$ cat config.mk
export PLATFORM = sky130hd
export DESIGN_NAME = sd_reverse_conv
export DESIGN_NICKNAME = d
export VERILOG_FILES = /design/src/rtl/sdrc_pkg.sv /design/src/rtl/sdrc_sign_scan.sv /design/src/rtl/sdrc_subtract.sv /design/src/rtl/sdrc_recode.sv /design/src/rtl/sd_reverse_conv.sv
export SDC_FILE = /design/constraint.sdc
export NUM_CORES = 1
export LEC_CHECK = 0
export CAP_MARGIN = 40
export CELL_PAD_IN_SITES_DETAIL_PLACEMENT = 1
export CELL_PAD_IN_SITES_GLOBAL_PLACEMENT = 2
export CORE_ASPECT_RATIO = 1.25
export CORE_MARGIN = 4
export CORE_UTILIZATION = 34
export CTS_BUF_LIST = sky130_fd_sc_hd__clkbuf_4 sky130_fd_sc_hd__clkbuf_8 sky130_fd_sc_hd__clkbuf_16
export CTS_CLUSTER_DIAMETER = 120
export DETAILED_ROUTE_END_ITERATION = 12
export DONT_BUFFER_PORTS = 1
export PLACE_DENSITY_LB_ADDON = 0.1
export SETUP_SLACK_MARGIN = 0.2
export SYNTH_ARGS = -nofsm -noshare
export SYNTH_HDL_FRONTEND = slang
export SYNTH_SLANG_ARGS = --single-unit
$ cat constraint.sdc
create_clock -name clk -period 0.8 [get_ports clk]
set_input_delay 0.12 -clock clk [delete_from_list [all_inputs] [get_ports clk]]
set_output_delay 0.12 -clock clk [all_outputs]
set_load 0.1 [all_outputs]
$ cat src/rtl/sdrc_pkg.sv
package sdrc_pkg;

    // Two-bit sign code of a partial signed-digit number
    typedef enum logic [1:0] {
        PSGN_ZERO = 2'b00,
        PSGN_POS  = 2'b01,
        PSGN_NEG  = 2'b11
    } psign_e;

    // A digit is nonzero when exactly one of its two bits is set
    function automatic logic digit_nonzero(input logic plus_b, input logic minus_b);
        return plus_b ^ minus_b;
    endfunction

endpackage

$ cat src/rtl/sdrc_sign_scan.sv
module sdrc_sign_scan
    import sdrc_pkg::*;
#(
    parameter int N = 8
) (
    input  logic [N-1:0]   plus_i,
    input  logic [N-1:0]   minus_i,
    output logic [2*N-1:0] psign_o,
    output logic [N-1:0]   tag_o
);

    psign_e code [N];

    // Position 0 starts from a zero sign; each higher position keeps the
    // code below unless its own digit is nonzero.
    for (genvar i = 0; i < N; i++) begin : g_scan
        psign_e below;
        if (i == 0) begin : g_base
            assign below = PSGN_ZERO;
        end else begin : g_link
            assign below = code[i-1];
        end

        always_comb begin
            if (digit_nonzero(plus_i[i], minus_i[i])) begin
                code[i] = minus_i[i] ? PSGN_NEG : PSGN_POS;
            end else begin
                code[i] = below;
            end
        end

        assign psign_o[2*i +: 2] = code[i];
        assign tag_o[i]          = code[i][0];
    end

endmodule

$ cat src/rtl/sdrc_subtract.sv
module sdrc_subtract #(
    parameter int N = 8
) (
    input  logic [N-1:0] plus_i,
    input  logic [N-1:0] minus_i,
    output logic [N-1:0] tc_o
);

    // The only carry-propagating step of the block
    always_comb begin
        tc_o = plus_i - minus_i;
    end

endmodule

$ cat src/rtl/sdrc_recode.sv
module sdrc_recode #(
    parameter int N = 8
) (
    input  logic [N-1:0] tc_i,
    input  logic [N-1:0] tag_i,
    output logic [N-1:0] sm_o,
    output logic [N-1:0] oc_o,
    output logic         ovf_o
);

    localparam int MAG_W = N - 1;

    logic             neg;
    logic [MAG_W-1:0] flip;

    assign neg = tc_i[N-1];

    // Bit i of a negative value is inverted once any lower bit is set
    for (genvar i = 0; i < MAG_W; i++) begin : g_flip
        if (i == 0) begin : g_lsb
            assign flip[i] = 1'b0;
        end else begin : g_upper
            assign flip[i] = neg & tag_i[i-1];
        end
    end

    always_comb begin
        sm_o[N-1]       = tc_i[N-1];
        sm_o[MAG_W-1:0] = tc_i[MAG_W-1:0] ^ flip;
        oc_o[N-1]       = sm_o[N-1];
        oc_o[MAG_W-1:0] = neg ? ~sm_o[MAG_W-1:0] : sm_o[MAG_W-1:0];
        ovf_o           = neg & ~tag_i[N-2];
    end

endmodule

$ cat src/rtl/sd_reverse_conv.sv
module sd_reverse_conv #(
    parameter int N = 8
) (
    input  logic           clk,
    input  logic           rst_n,
    input  logic [N-1:0]   sd_pos_i,
    input  logic [N-1:0]   sd_neg_i,
    output logic [N-1:0]   tc_o,
    output logic [N-1:0]   tag_o,
    output logic [2*N-1:0] psign_o,
    output logic [N-1:0]   sm_o,
    output logic [N-1:0]   oc_o,
    output logic           ovf_o
);

    localparam int CODE_W = 2 * N;

    logic [N-1:0]      tc_w;
    logic [N-1:0]      tag_w;
    logic [CODE_W-1:0] psign_w;
    logic [N-1:0]      sm_w;
    logic [N-1:0]      oc_w;
    logic              ovf_w;

    sdrc_sign_scan #(.N(N)) u_scan (
        .plus_i  (sd_pos_i),
        .minus_i (sd_neg_i),
        .psign_o (psign_w),
        .tag_o   (tag_w)
    );

    sdrc_subtract #(.N(N)) u_sub (
        .plus_i  (sd_pos_i),
        .minus_i (sd_neg_i),
        .tc_o    (tc_w)
    );

    sdrc_recode #(.N(N)) u_recode (
        .tc_i  (tc_w),
        .tag_i (tag_w),
        .sm_o  (sm_w),
        .oc_o  (oc_w),
        .ovf_o (ovf_w)
    );

    always_ff @(posedge clk or negedge rst_n) begin
        if (!rst_n) begin
            tc_o    <= '0;
            tag_o   <= '0;
            psign_o <= '0;
            sm_o    <= '0;
            oc_o    <= '0;
            ovf_o   <= 1'b0;
        end else begin
            tc_o    <= tc_w;
            tag_o   <= tag_w;
            psign_o <= psign_w;
            sm_o    <= sm_w;
            oc_o    <= oc_w;
            ovf_o   <= ovf_w;
        end
    end

endmodule

==> metrics <==
synth cell count leaders dfrtp_1, nand2_1, inv_1; area leader, netlist dfrtp_1; vias in the first global route 1,609; clk root buf clkbuf_8; Setup CP Type in -> reg; Syn Area/Cell 10.73 um^2; share of Yosys cell area claimed by the top area cell type 0.4768; RSZ-0062 raised after global routing yes; # port buffers 0; status finished with violations; Seq/Total Area, Yosys 0.4768; number of enable flip-flop cells after synthesis 0; Synthesis Warnings 0; Slew @ Worst Pin 0.3009 ns; Boundary Pins 67; Vias 1,451; initial antenna violation count 0; Post-DP Area 0.002828 mm^2; DRT Wirelength approximately 4.7 mm; Core ar. about 0.0055 mm^2; Routability Congestion 0.6911; TritonRoute pass-1 iters 3; Max VDD drop 1.068 mV; CTS clk-pin slew, worst paths 0.08 ns; die width 75.60 um; hold crit path type in -> async; # nets final roughly 260; area of the die 0.006992 mm^2; Most used DFF post-synth dfrtp_1; vias per inst 4.821; post-DR wirelength/cell about 16 um; Cell Count, Final, Fillers Out about 300; max_slew headroom 0.8003; required time of the critical path roughly 1 ns; share of layout cells above drive strength 1 0.6878; Cells after Synth 181; dpl hpwl 3.505 mm; placed cell count 280; Startpoint Class input port; most frequent cell after synthesis dfrtp_1; row count 30; Setup crit end kind register; Syn-to-layout area delta 69.91%; CTS tree done; final instance area 0.003299 mm^2; maximum fanout along the worst path 8; Tcrit/Tclk final 1.763; failing checks hold timing, setup timing; Slew Limit Fails 0; Max Cap Viol 0; fillers 530; leak pwr 0.001386 uW; total grt overflow 0; area of the mapped netlist 0.001942 mm^2; Tmin final ~1.4 ns; CTS sink count 37; Initial Utilization 0.3543; post-synth net total between 200 and 250; first-pass GRT wire length 7.652 mm; Setup-failing EPs final 79; Final ANT Viol Nets 0; # H-tree levels 2; CTS buffer count 5; endpoints failing hold 39; largest net degree at the start of global routing 38; DIE HEIGHT 92.50 um; Yosys cell types 34; worst hold slack -0.4816 ns; #FFs+latches synth 37; worst setup margin -0.6101 ns; FFs w/ async S/R, synth 1.000; P per Cell Area roughly 2800 mW/mm^2; Max Root-Sink Buffers 2; Residual DRC 0; WP data arrival 1.62 ns; Starting DRT DRC Count 30; n_diodes 0; Max Fclk 0.7092 GHz; Area contributors post-synth dfrtp_1, mux2i_1, xnor2_1, ha_1, buf_4; Global Route Usage Sum 0.1430
## final cells by class
type                       instances  area (um^2)  area share
clock buffer                       5        68.82     0.02086
tap                               64        80.08     0.02427
multi-input combinational        109         1156      0.3504
inverter                          15        98.84     0.02996
timing repair buffer              68        824.5      0.2499
clock inverter                     3        17.52    0.005309
sequential                        37         1054      0.3193
## critical path, stage by stage
cell	delay, ns
ha_4	0.22
a21o_1	0.17
or3_4	0.35
o22ai_4	0.18
buf_12	0.19
mux2i_4	0.23
xor2_1	0.16
## stage by stage
| step | power, uW | TNS (ns) | hold slack (ns) | worst slack, ns | util |
|---|---|---|---|---|---|
| final | 9261 | -24.49 | -0.4816 | -0.6101 | 0.6021 |
| after global placement | 7547 | -21.31 | -0.1744 | -0.9010 | 0.5160 |
| after global routing | 9632 | -27.37 | -0.5046 | -0.6813 | 0.6021 |
| after CTS | 9224 | -25.03 | -0.4980 | -0.6010 | 0.5856 |
| after floorplan | 6842 | -20.81 | -0.1756 | -0.8644 | - |
| after detailed placement | 7616 | -22.55 | -0.1744 | -0.9740 | 0.5160 |
## registers in the layout, summed over array words and instances (netlist names)
register,count
tc_o,6
psign_o,16
sm_o,7
oc_o,7
ovf_o,1
## cell families (layout without fill, tap and decap cells)
| logic type | after synthesis | count (layout) | synth area share |
|---|---|---|---|
| buffers and inverters | 35 | 91 | 0.1012 |
| DFF | 37 | 37 | 0.4768 |
| adders and majority gates | 10 | 10 | 0.06701 |
| AOI/OAI and AO/OA | 18 | 18 | 0.06831 |
| muxes | 14 | 14 | 0.07216 |
| and+or+nand+nor | 48 | 48 | 0.1289 |
| xor gates and xnor gates | 19 | 19 | 0.08570 |
## cell usage in the layout, fill, tap and decap left out, types with 2 or more instances in the layout
| master | n |
|---|---|
| a21oi_1 | 2 |
| a21oi_4 | 3 |
| buf_12 | 16 |
| buf_4 | 28 |
| buf_6 | 21 |
| buf_8 | 2 |
| clkbuf_8 | 5 |
| clkinv_2 | 2 |
| dfrtp_1 | 3 |
| dfrtp_4 | 34 |
| ha_1 | 3 |
| ha_4 | 5 |
| inv_1 | 5 |
| inv_12 | 2 |
| inv_2 | 5 |
| inv_8 | 2 |
| mux2i_1 | 5 |
| mux2i_2 | 4 |
| mux2i_4 | 5 |
| nand2_1 | 14 |
| nand2b_1 | 2 |
| nand2b_4 | 2 |
| nand3_1 | 2 |
| nand3_4 | 2 |
| nand4_1 | 2 |
| nor2_1 | 11 |
| nor2_2 | 2 |
| nor2b_1 | 2 |
| o21ai_1 | 2 |
| xnor2_1 | 7 |
| xnor2_2 | 3 |
| xnor2_4 | 3 |
| xor2_1 | 6 |
## what timing repair did
action                                  in CTS  in global routing
hold endpoints to repair                    39                 38
gates resized for setup                     46                 15
endpoints found under the setup margin      83                 84
setup buffers                               11                  2
pin swaps                                   18                  7
cloned                                       0                  0
## routing by layer
metal	track usage	share of wire
met1	0.1575	0.34
met5	0	0
met2	0.2637	0.60
met4	0.03936	0.0096
met3	0.03366	0.050
## power breakdown
group          total (uW)  switching (uW)  leakage [uW]  internal, uW
clock network        1240             640     0.0000439           600
registers            4580            2170      0.000392          2410
logic                3440            1970      0.000950          1470
total                9260            4780       0.00139          4480
## final timing paths
| kind | start | end | cells past startpoint | slack, ns |
|---|---|---|---|---|
| hold / removal | rst_n | psign_o[7] | 0 | -0.48 |
| min in group clk | sd_neg_i[3] | psign_o[7] | 2 | -0.01 |
| setup / recovery | sd_pos_i[4] | sm_o[2] | 7 | -0.61 |
| max in group asynchronous | rst_n | psign_o[11] | 0 | 1.18 |
Power figures use the tool's default switching activity.
